File: src/rtl/serport_status.sv
module serport_status #(
  parameter int W = 32,
  parameter int DEPTH = 16,
  parameter int FRAME_WORDS = 2,
  localparam int CW = $clog2(DEPTH + 1)
) (
  input  logic          clk,
  input  logic          rst_n,
  input  logic          reg_we,
  input  logic [1:0]    reg_addr,
  input  logic [W-1:0]  reg_wdata,
  input  logic          fsync,
  input  logic          slot_tick,
  input  logic          tx_load,
  input  logic          rx_store,
  input  logic [W-1:0]  rx_in,
  input  logic          rx_pop,
  output logic [W-1:0]  tx_word,
  output logic [W-1:0]  rx_data,
  output logic [CW-1:0] tx_level,
  output logic [CW-1:0] rx_level,
  output logic [3:0]    status,
  output logic          tx_irq,
  output logic          rx_irq
);
  localparam int AW = $clog2(DEPTH);
  localparam int FW = $clog2(FRAME_WORDS + 1);

  logic          txe, rxe;
  logic [CW-1:0] wmark;
  logic [3:0]    ien;
  logic          f_fs, f_ov, f_ud;
  logic          in_frame;
  logic [FW-1:0] fcnt;

  logic [W-1:0]  tx_mem [DEPTH];
  logic [W-1:0]  rx_mem [DEPTH];
  logic [AW-1:0] tx_rp, tx_wp, rx_rp, rx_wp;
  logic [CW-1:0] tx_cnt, rx_cnt;

  wire wr_tx   = reg_we && reg_addr == 2'd0;
  wire wr_clr  = reg_we && reg_addr == 2'd1;
  wire wr_ctl  = reg_we && reg_addr == 2'd2;
  wire wr_ien  = reg_we && reg_addr == 2'd3;

  wire tx_full  = tx_cnt == CW'(DEPTH);
  wire tx_empty = tx_cnt == '0;
  wire rx_full  = rx_cnt == CW'(DEPTH);
  wire rx_empty = rx_cnt == '0;

  wire tx_push = wr_tx && !tx_full;
  wire tx_pop  = tx_load && !tx_empty;
  wire rx_push = rx_store && !rx_full;
  wire rx_take = rx_pop && !rx_empty;

  wire frame_short = in_frame && (fcnt < FW'(FRAME_WORDS));
  wire set_fs = fsync && (txe || rxe) && frame_short;
  wire set_ov = wr_tx && tx_full && txe;
  wire set_ud = tx_load && tx_empty && txe;
  wire [2:0] clr = wr_clr ? reg_wdata[3:1] : 3'b000;

  wire rdreq = rx_cnt > wmark;

  assign status   = {f_ud, f_ov, f_fs, rdreq};
  assign tx_irq   = |({f_ud, f_ov, f_fs} & ien[3:1]);
  assign rx_irq   = rdreq & ien[0];
  assign tx_level = tx_cnt;
  assign rx_level = rx_cnt;
  assign rx_data  = rx_mem[rx_rp];

  always_ff @(posedge clk or negedge rst_n) begin
    if (!rst_n) begin
      txe   <= 1'b0;
      rxe   <= 1'b0;
      wmark <= '0;
      ien   <= '0;
    end else begin
      if (wr_ctl) begin
        txe   <= reg_wdata[0];
        rxe   <= reg_wdata[1];
        wmark <= reg_wdata[2 +: CW];
      end
      if (wr_ien) ien <= reg_wdata[3:0];
    end
  end

  always_ff @(posedge clk or negedge rst_n) begin
    if (!rst_n) begin
      f_fs <= 1'b0;
      f_ov <= 1'b0;
      f_ud <= 1'b0;
    end else begin
      f_fs <= (f_fs & ~clr[0]) | set_fs;
      f_ov <= (f_ov & ~clr[1]) | set_ov;
      f_ud <= (f_ud & ~clr[2]) | set_ud;
    end
  end

  always_ff @(posedge clk or negedge rst_n) begin
    if (!rst_n) begin
      in_frame <= 1'b0;
      fcnt     <= '0;
    end else if (fsync) begin
      in_frame <= 1'b1;
      fcnt     <= '0;
    end else if (slot_tick && frame_short) begin
      fcnt <= fcnt + 1'b1;
    end
  end

  always_ff @(posedge clk or negedge rst_n) begin
    if (!rst_n) begin
      tx_rp   <= '0;
      tx_wp   <= '0;
      tx_cnt  <= '0;
      tx_word <= '0;
    end else begin
      if (tx_push) tx_wp <= tx_wp + 1'b1;
      if (tx_pop) begin
        tx_rp   <= tx_rp + 1'b1;
        tx_word <= tx_mem[tx_rp];
      end
      tx_cnt <= tx_cnt + CW'(tx_push) - CW'(tx_pop);
    end
  end

  always_ff @(posedge clk) begin
    if (tx_push) tx_mem[tx_wp] <= reg_wdata;
    if (rx_push) rx_mem[rx_wp] <= rx_in;
  end

  always_ff @(posedge clk or negedge rst_n) begin
    if (!rst_n) begin
      rx_rp  <= '0;
      rx_wp  <= '0;
      rx_cnt <= '0;
    end else begin
      if (rx_push) rx_wp <= rx_wp + 1'b1;
      if (rx_take) rx_rp <= rx_rp + 1'b1;
      rx_cnt <= rx_cnt + CW'(rx_push) - CW'(rx_take);
    end
  end

  p_ovr_keeps_full_r5: assert property (@(posedge clk) disable iff (!rst_n)
    (wr_tx && tx_full && !tx_load) |=> tx_level == CW'(DEPTH));

  p_udr_repeat_r6: assert property (@(posedge clk) disable iff (!rst_n)
    (tx_load && tx_empty) |=> $stable(tx_word));

  p_set_beats_clear_r8: assert property (@(posedge clk) disable iff (!rst_n)
    (fsync && (txe || rxe) && frame_short) |=> status[1]);

  p_ovr_gated_r9: assert property (@(posedge clk) disable iff (!rst_n)
    (!txe && !status[2]) |=> !status[2]);

  p_udr_gated_r9: assert property (@(posedge clk) disable iff (!rst_n)
    (!txe && !status[3]) |=> !status[3]);

  p_rx_bound_r11: assert property (@(posedge clk) disable iff (!rst_n)
    rx_level <= CW'(DEPTH));

  p_rx_irq_r10: assert property (@(posedge clk) disable iff (!rst_n)
    rx_irq |-> rx_level > '0);
endmodule

File: config.mk
export PLATFORM = sky130hd
export DESIGN_NAME = serport_status
export DESIGN_NICKNAME = d
export VERILOG_FILES = /design/src/rtl/serport_status.sv
export SDC_FILE = /design/constraint.sdc
export NUM_CORES = 1
export LEC_CHECK = 0
export BUFFER_PORTS_ARGS = -buffer_cell sky130_fd_sc_hd__buf_4
export CORE_MARGIN = 2
export CORE_UTILIZATION = 45
export CTS_BUF_LIST = sky130_fd_sc_hd__clkbuf_4
export DETAILED_ROUTE_END_ITERATION = 7
export REMOVE_ABC_BUFFERS = 1
export SLEW_MARGIN = 40
export SYNTH_ARGS = -nofsm -noshare
export SYNTH_HDL_FRONTEND = slang
export SYNTH_SLANG_ARGS = --single-unit
export TNS_END_PERCENT = 10
File: constraint.sdc
create_clock -name clk -period 4.3 [get_ports clk]
set_clock_uncertainty 0.1 [all_clocks]
set_input_delay 0.215 -clock clk [delete_from_list [all_inputs] [get_ports clk]]
set_output_delay 0.215 -clock clk [all_outputs]
set_load 0.05 [all_outputs]
==> results.cfg, run 1 <==
[final_layout]
layout.nets = 2484
area_growth_pct = 19.2
drive_above_1_share_pct = 39.8
most-common-layout-cells = edfxtp_1, clkbuf_4, mux4_2, buf_4, dlygate4sd3_1
final_core_util_pct = 54.3
final_common_cell = edfxtp_1
multiInputGateArea_sq_um = 8830
layoutNonFillerInstCount = 3818
n_fill_cell = 7136
regArea_sq_um = 32600

[min_path]
hold_class = in -> reg
holdPathStages = 4

[clock_network]
ctsResizeCount = 0
clk_latency_ps = 1160
clkSinkCount = 1099
clockBufferDepth = 4
htree_levels = 5
numCtsBuffers = 300
cts_root_buffer = clkbuf_4
clk_pin_slew_ps = 60
tritoncts = done

[timing]
max_slew_margin_pct = 46.2
setup_violations = 0
finalHoldViolCount = 0
rsz0062_at_grt = no
tightest_slew_ps = 807
slew_violations = 0
period_share_pct = 95.1
setup_ws_ps = 212
min_period_ps = 4090
fmax_mhz = 245

[critical_path]
arrival_ps = 3770
setup.worst_path.class = reg -> out
rr_endpoint = tx_mem[3][23]
cp.required_ps = 3980
critPathMaxFanout = 45
r2r_slack_ps = 980
slowest_stage = dfrtp_4
crit_chain = buf_4 -> mux4_2 -> mux4_2 -> buf_4
crit_start = rx_rp[1]
start_kind = flop
r2r-start = tx_level[2]
reg2reg_depth = 8
crit_path_end_kind = output pin
crit_path_end = rx_data[10]
critical_path.max_stage_delay_ps = 890

[drt]
drt_first_pass_iters = 5
drc = 0
wirelength_um = 94000
routed_via_density = 5.44
routedWlPerCell_um = 24.6
vias = 20800
drt_iter0_drc = 1361
detail-route-antenna-nets = 0

[placed_design]
place_ws_ps = 1000
hpwl_um = 50900
place_inst = 3168
globalplace.congestion = 0.725
port-buffer-count = 153

[yosys]
synth_largest_area_cell = edfxtp_1
synthArstFlopShare_pct = 6.82
yosys.cell_types.count = 47
synth_seq_cells = 1099
synthTopCellsByArea = edfxtp_1, mux4_2, dfrtp_1, ha_1, mux2i_1
postSynthAreaPerCell_sq_um = 23.2
synthesis.area_sq_um = 42000
dominantRegCellSynth = edfxtp_1
synth-edff-count = 1024
synth_top_area_share_pct = 73.3
yosysSeqAreaShare_pct = 77.8
yosysWarnings = 0
synthCells = 1806

[grt]
grt_pass1_vias = 22600
grt_overflow = 0
grt_antenna_before_repair = 5
grt_start_max_net_pins = 69
grtUsageTotal_pct = 20.2
grt_pass1_wl_um = 140000

[floorplan]
die_height_um = 309
row_count = 111
ios = 154
die_w_um = 309
start_util_pct = 45.6
coreArea_sq_um = 92100
die_area_sq_um = 95700

[run]
drv_cap = 0

[power_and_ir_drop]
p_leak_uw = 0.0169
ir_worst_vdd_uv = 375
powerDensity_nw_per_um2 = 650
power_uw = 32500

[run_status]
outcome = finished, final reports clean
[cells by family (layout without fill, tap and decap cells)]
logic type	Yosys count	after routing	share of synthesized area [%]
flip-flops	1099	1099	77.8
XOR/XNOR	20	20	0.418
AO/OA/AOI/OAI	91	91	1.58
other	0	6	0
buffers and inverters	128	891	1.47
adder cells (fa/ha/maj)	29	29	0.901
AND/OR/NAND/NOR	106	106	1.28
multiplexers	333	333	16.6
[sequential cells by signal, indices dropped and copies added (netlist names), 2 cells and up]
signal    count
tx_level      5
rx_level      5
rx_rp         4
tx_wp         4
tx_rp         4
wmark         5
rx_mem      512
ien           4
tx_mem      512
fcnt          2
tx_word      32
rx_wp         4
[critical path, delay by kind of cell, from the launching register on]
family / cells / cell delay [ps]
buffers and inverters: 2 / 760
flip-flops: 1 / 890
multiplexers: 2 / 940
[report_power, final]
part	internal [uW]	switching, uW	leakage [uW]
combinational	4440	5680	0.00463
sequential	12600	939	0.0101
clock	4800	4020	0.00217
total	21900	10600	0.0169
[how the worst min path moves through the flow]
| stage | from | end | slack [ps] |
|---|---|---|---|
| after CTS | reg_addr[0] | txe | 70 |
| after global placement | rst_n | tx_word[22] | 250 |
| after floorplan | rst_n | f_fs | -180 |
| after detailed placement | rst_n | tx_word[22] | 130 |
| after global routing | reg_we | txe | 180 |
| final | reg_addr[0] | txe | 220 |
[synthesized netlist by cell type (all sizes together), types with 3 or more instances]
| cell type | number |
|---|---|
| buf | 61 |
| inv | 33 |
| edfxtp | 1024 |
| clkbuf | 34 |
| o22ai | 33 |
| mux4 | 288 |
| nand2 | 13 |
| mux2 | 13 |
| o21a | 3 |
| ha | 27 |
| nand4 | 4 |
| xnor2 | 14 |
| nor3b | 7 |
| dfrtp | 75 |
| o21ai | 5 |
| a221oi | 32 |
| and2 | 17 |
| nand3 | 4 |
| and3 | 5 |
| mux2i | 32 |
| nor2 | 42 |
| xor2 | 6 |
| nor4 | 4 |
| a21oi | 6 |
[per-layer routing]
layer | share of wire, % | track usage, % | up-vias
met1 | 39 | 24.9 | 10900
met4 | 2.1 | 7.32 | 6
met2 | 53 | 35.0 | 675
met5 | 0.032 | 0 | -
li1 | - | - | 9003
met3 | 5.6 | 4.40 | 147
[area by class of cell]
type                    instances  area share, %
multi-input cells             579           17.7
clock buffers                 445           6.68
flip-flops and latches       1099           65.3
repair buffers                368           6.52
clock inverters                45          0.458
diodes                          6         0.0300
well taps                    1243           3.11
inverters                      33          0.248
[metrics by stage]
stage	instance area [sq um]	hold slack (ps)	setup TNS, ps
2_1_floorplan	41500	-181	-312630
3_3_place_gp	44800	248	0
3_5_place_dp	44900	127	0
4_1_cts	50000	72.4	0
5_1_grt	50000	176	0
6_report	50000	218	0
[repair_timing]
action	CTS	global route
hold buffers	154	0
setup endpoints to repair	0	0
hold endpoints to repair	1450	0
setup buffers	0	0
(Power assumes the default switching activity.)
==> run 2: changes to the inputs <==
--- a/config.mk
+++ b/config.mk
@@ -10,6 +10,7 @@
 export CORE_UTILIZATION = 45
 export CTS_BUF_LIST = sky130_fd_sc_hd__clkbuf_4
 export DETAILED_ROUTE_END_ITERATION = 7
+export RECOVER_POWER = 25
 export REMOVE_ABC_BUFFERS = 1
 export SLEW_MARGIN = 40
 export SYNTH_ARGS = -nofsm -noshare
==> run 2 against run 1 <==
  * Sequential share of layout area is essentially flat
  * Wire length down 0.17%
  * Combinational power hardly changed
  * Fmax shrank 0.26%
  * Clock power barely moved
  * First-iteration DRC count increased by 0.37%
  * Non-clock buffer count unchanged
  * Worst hold slack better by 6.8 ps
  * Count of clock-buffer cells in the layout unchanged
  * Sequential power about the same
  * Utilization about the same
  * Via count hardly changed
  * Largest cell class unchanged
  * Largest power group unchanged
  * Highest routed layer unchanged
==> results.cfg, run 2 (synthesized netlist as in run 1, its figures left out) <==
[critical_path]
slowest_stage = dfrtp_4
reg2reg_depth = 8
path_depth = 4
path_delay_family = multiplexers
crit_chain = buf_4 -> mux4_2 -> mux4_2 -> buf_4
crit_buf_inv = 2
critical_path.max_stage_delay_ps = 890
setup.worst_path.class = reg -> out
start_kind = flop
arrival_ps = 3780
crit_path_end_kind = output pin
cp.required_ps = 3980
critPathMaxFanout = 45

[floorplan]
die_w_um = 309
coreArea_sq_um = 92100
row_count = 111
ios = 154
die_height_um = 309
start_util_pct = 45.6
die_area_sq_um = 95700

[drt]
wirelength_um = 93800
drt_iter0_drc = 1366
detail-route-antenna-nets = 0
routedWlPerCell_um = 24.6
vias = 20800
drc = 0
drt_first_pass_iters = 6
routed_via_density = 5.44

[timing]
min_period_ps = 4100
tightest_slew_ps = 800
fmax_mhz = 244
setup_tns_ps = 0
max_slew_margin_pct = 46.7
setup_violations = 0
rsz0062_at_grt = no
setup_ws_ps = 202
finalHoldViolCount = 0
period_share_pct = 95.3
slew_violations = 0

[final_layout]
drive_above_1_share_pct = 39.7
fin_area_sq_um = 50000
most-common-layout-cells = edfxtp_1, clkbuf_4, mux4_2, buf_4, dlygate4sd3_1
top_regs = rx_mem x512, tx_mem x512, tx_word x32
final_common_cell = edfxtp_1
layout.nets = 2484
area_growth_pct = 19.2
n_fill_cell = 7138

[power_and_ir_drop]
power_uw = 32500
ir_worst_vdd_uv = 375
p_leak_uw = 0.0169
powerDensity_nw_per_um2 = 650

[grt]
grtUsageTotal_pct = 20.2
grt_pass1_vias = 22600
grt_pass1_wl_um = 140000
grt_antenna_before_repair = 5
grt_start_max_net_pins = 69
grt_overflow = 0

[placed_design]
hpwl_um = 50900
globalplace.congestion = 0.725
place_area_sq_um = 44900
place_ws_ps = 1000
port-buffer-count = 153

[clock_network]
cts_root_buffer = clkbuf_4
numCtsBuffers = 300
clockBufferDepth = 4
clk_pin_slew_ps = 60
htree_levels = 5
tritoncts = done
clk_latency_ps = 1160
clkSinkCount = 1099
cts_setup_buffers = 0

[run]
drv_cap = 0

[min_path]
hold_class = in -> reg
holdPathStages = 4

[run_status]
outcome = finished, final reports clean
## run 2: cell types whose count changed in the layout (fill, tap and decap cells not counted), sizes merged
cell,delta
clkbuf,+48
buf,-48
## run 2: area by class of cell
type                       instances  area, sq um  share of cell area (%)
timing repair buffer             368         3250                    6.50
tap                             1243         1560                    3.11
antenna                            6         15.0                  0.0300
sequential                      1099        32600                    65.3
clock inverter                    45          229                   0.458
multi-input combinational        579         8830                    17.7
inverter                          33          124                   0.248
clock buffer                     445         3340                    6.68
## run 2: routing by layer
metal	global-route usage (%)	vias to the layer above	part of all wire, %
li1	-	9000	-
met1	24.9	10900	39
met2	35.0	677	53
met3	4.40	147	5.6
met4	7.32	6	2.0
met5	0	-	0.032
## run 2: path summary, 6_finish.rpt
path	startpoint	to	slack, ps
max	rx_rp[1]	rx_data[10]	200
max reg2reg	tx_level[2]	tx_mem[3][23]	960
max in group asynchronous	rst_n	tx_rp[3]	2660
min in group asynchronous	rst_n	tx_word[10]	630
min	reg_addr[0]	txe	220
min reg2reg	fcnt[1]	f_fs	400
## run 2: tightest hold or removal path, delay by kind of cell
family	cells	cell delay, ps
mux	1	220
buf+inv	2	660
simple gates	1	320
## run 2: what timing repair did
item | in CTS | in global routing
hold endpoints to repair | 1450 | 0
resized for setup | 0 | 0
hold buffers | 154 | 0
## run 2: stage by stage
stage	utilization, %	hold WS (ps)	instances
final	54.3	225	3818
after global routing	54.3	176	3816
after CTS	54.3	72.4	3812
after detailed placement	48.7	127	3168
after global placement	48.7	248	3168
after floorplan	-	-181	1711
## run 2: power by group
part	internal, uW	switching, uW
Combinational	4440	5680
Clock	4800	4020
Sequential	12600	933
Total	21900	10600
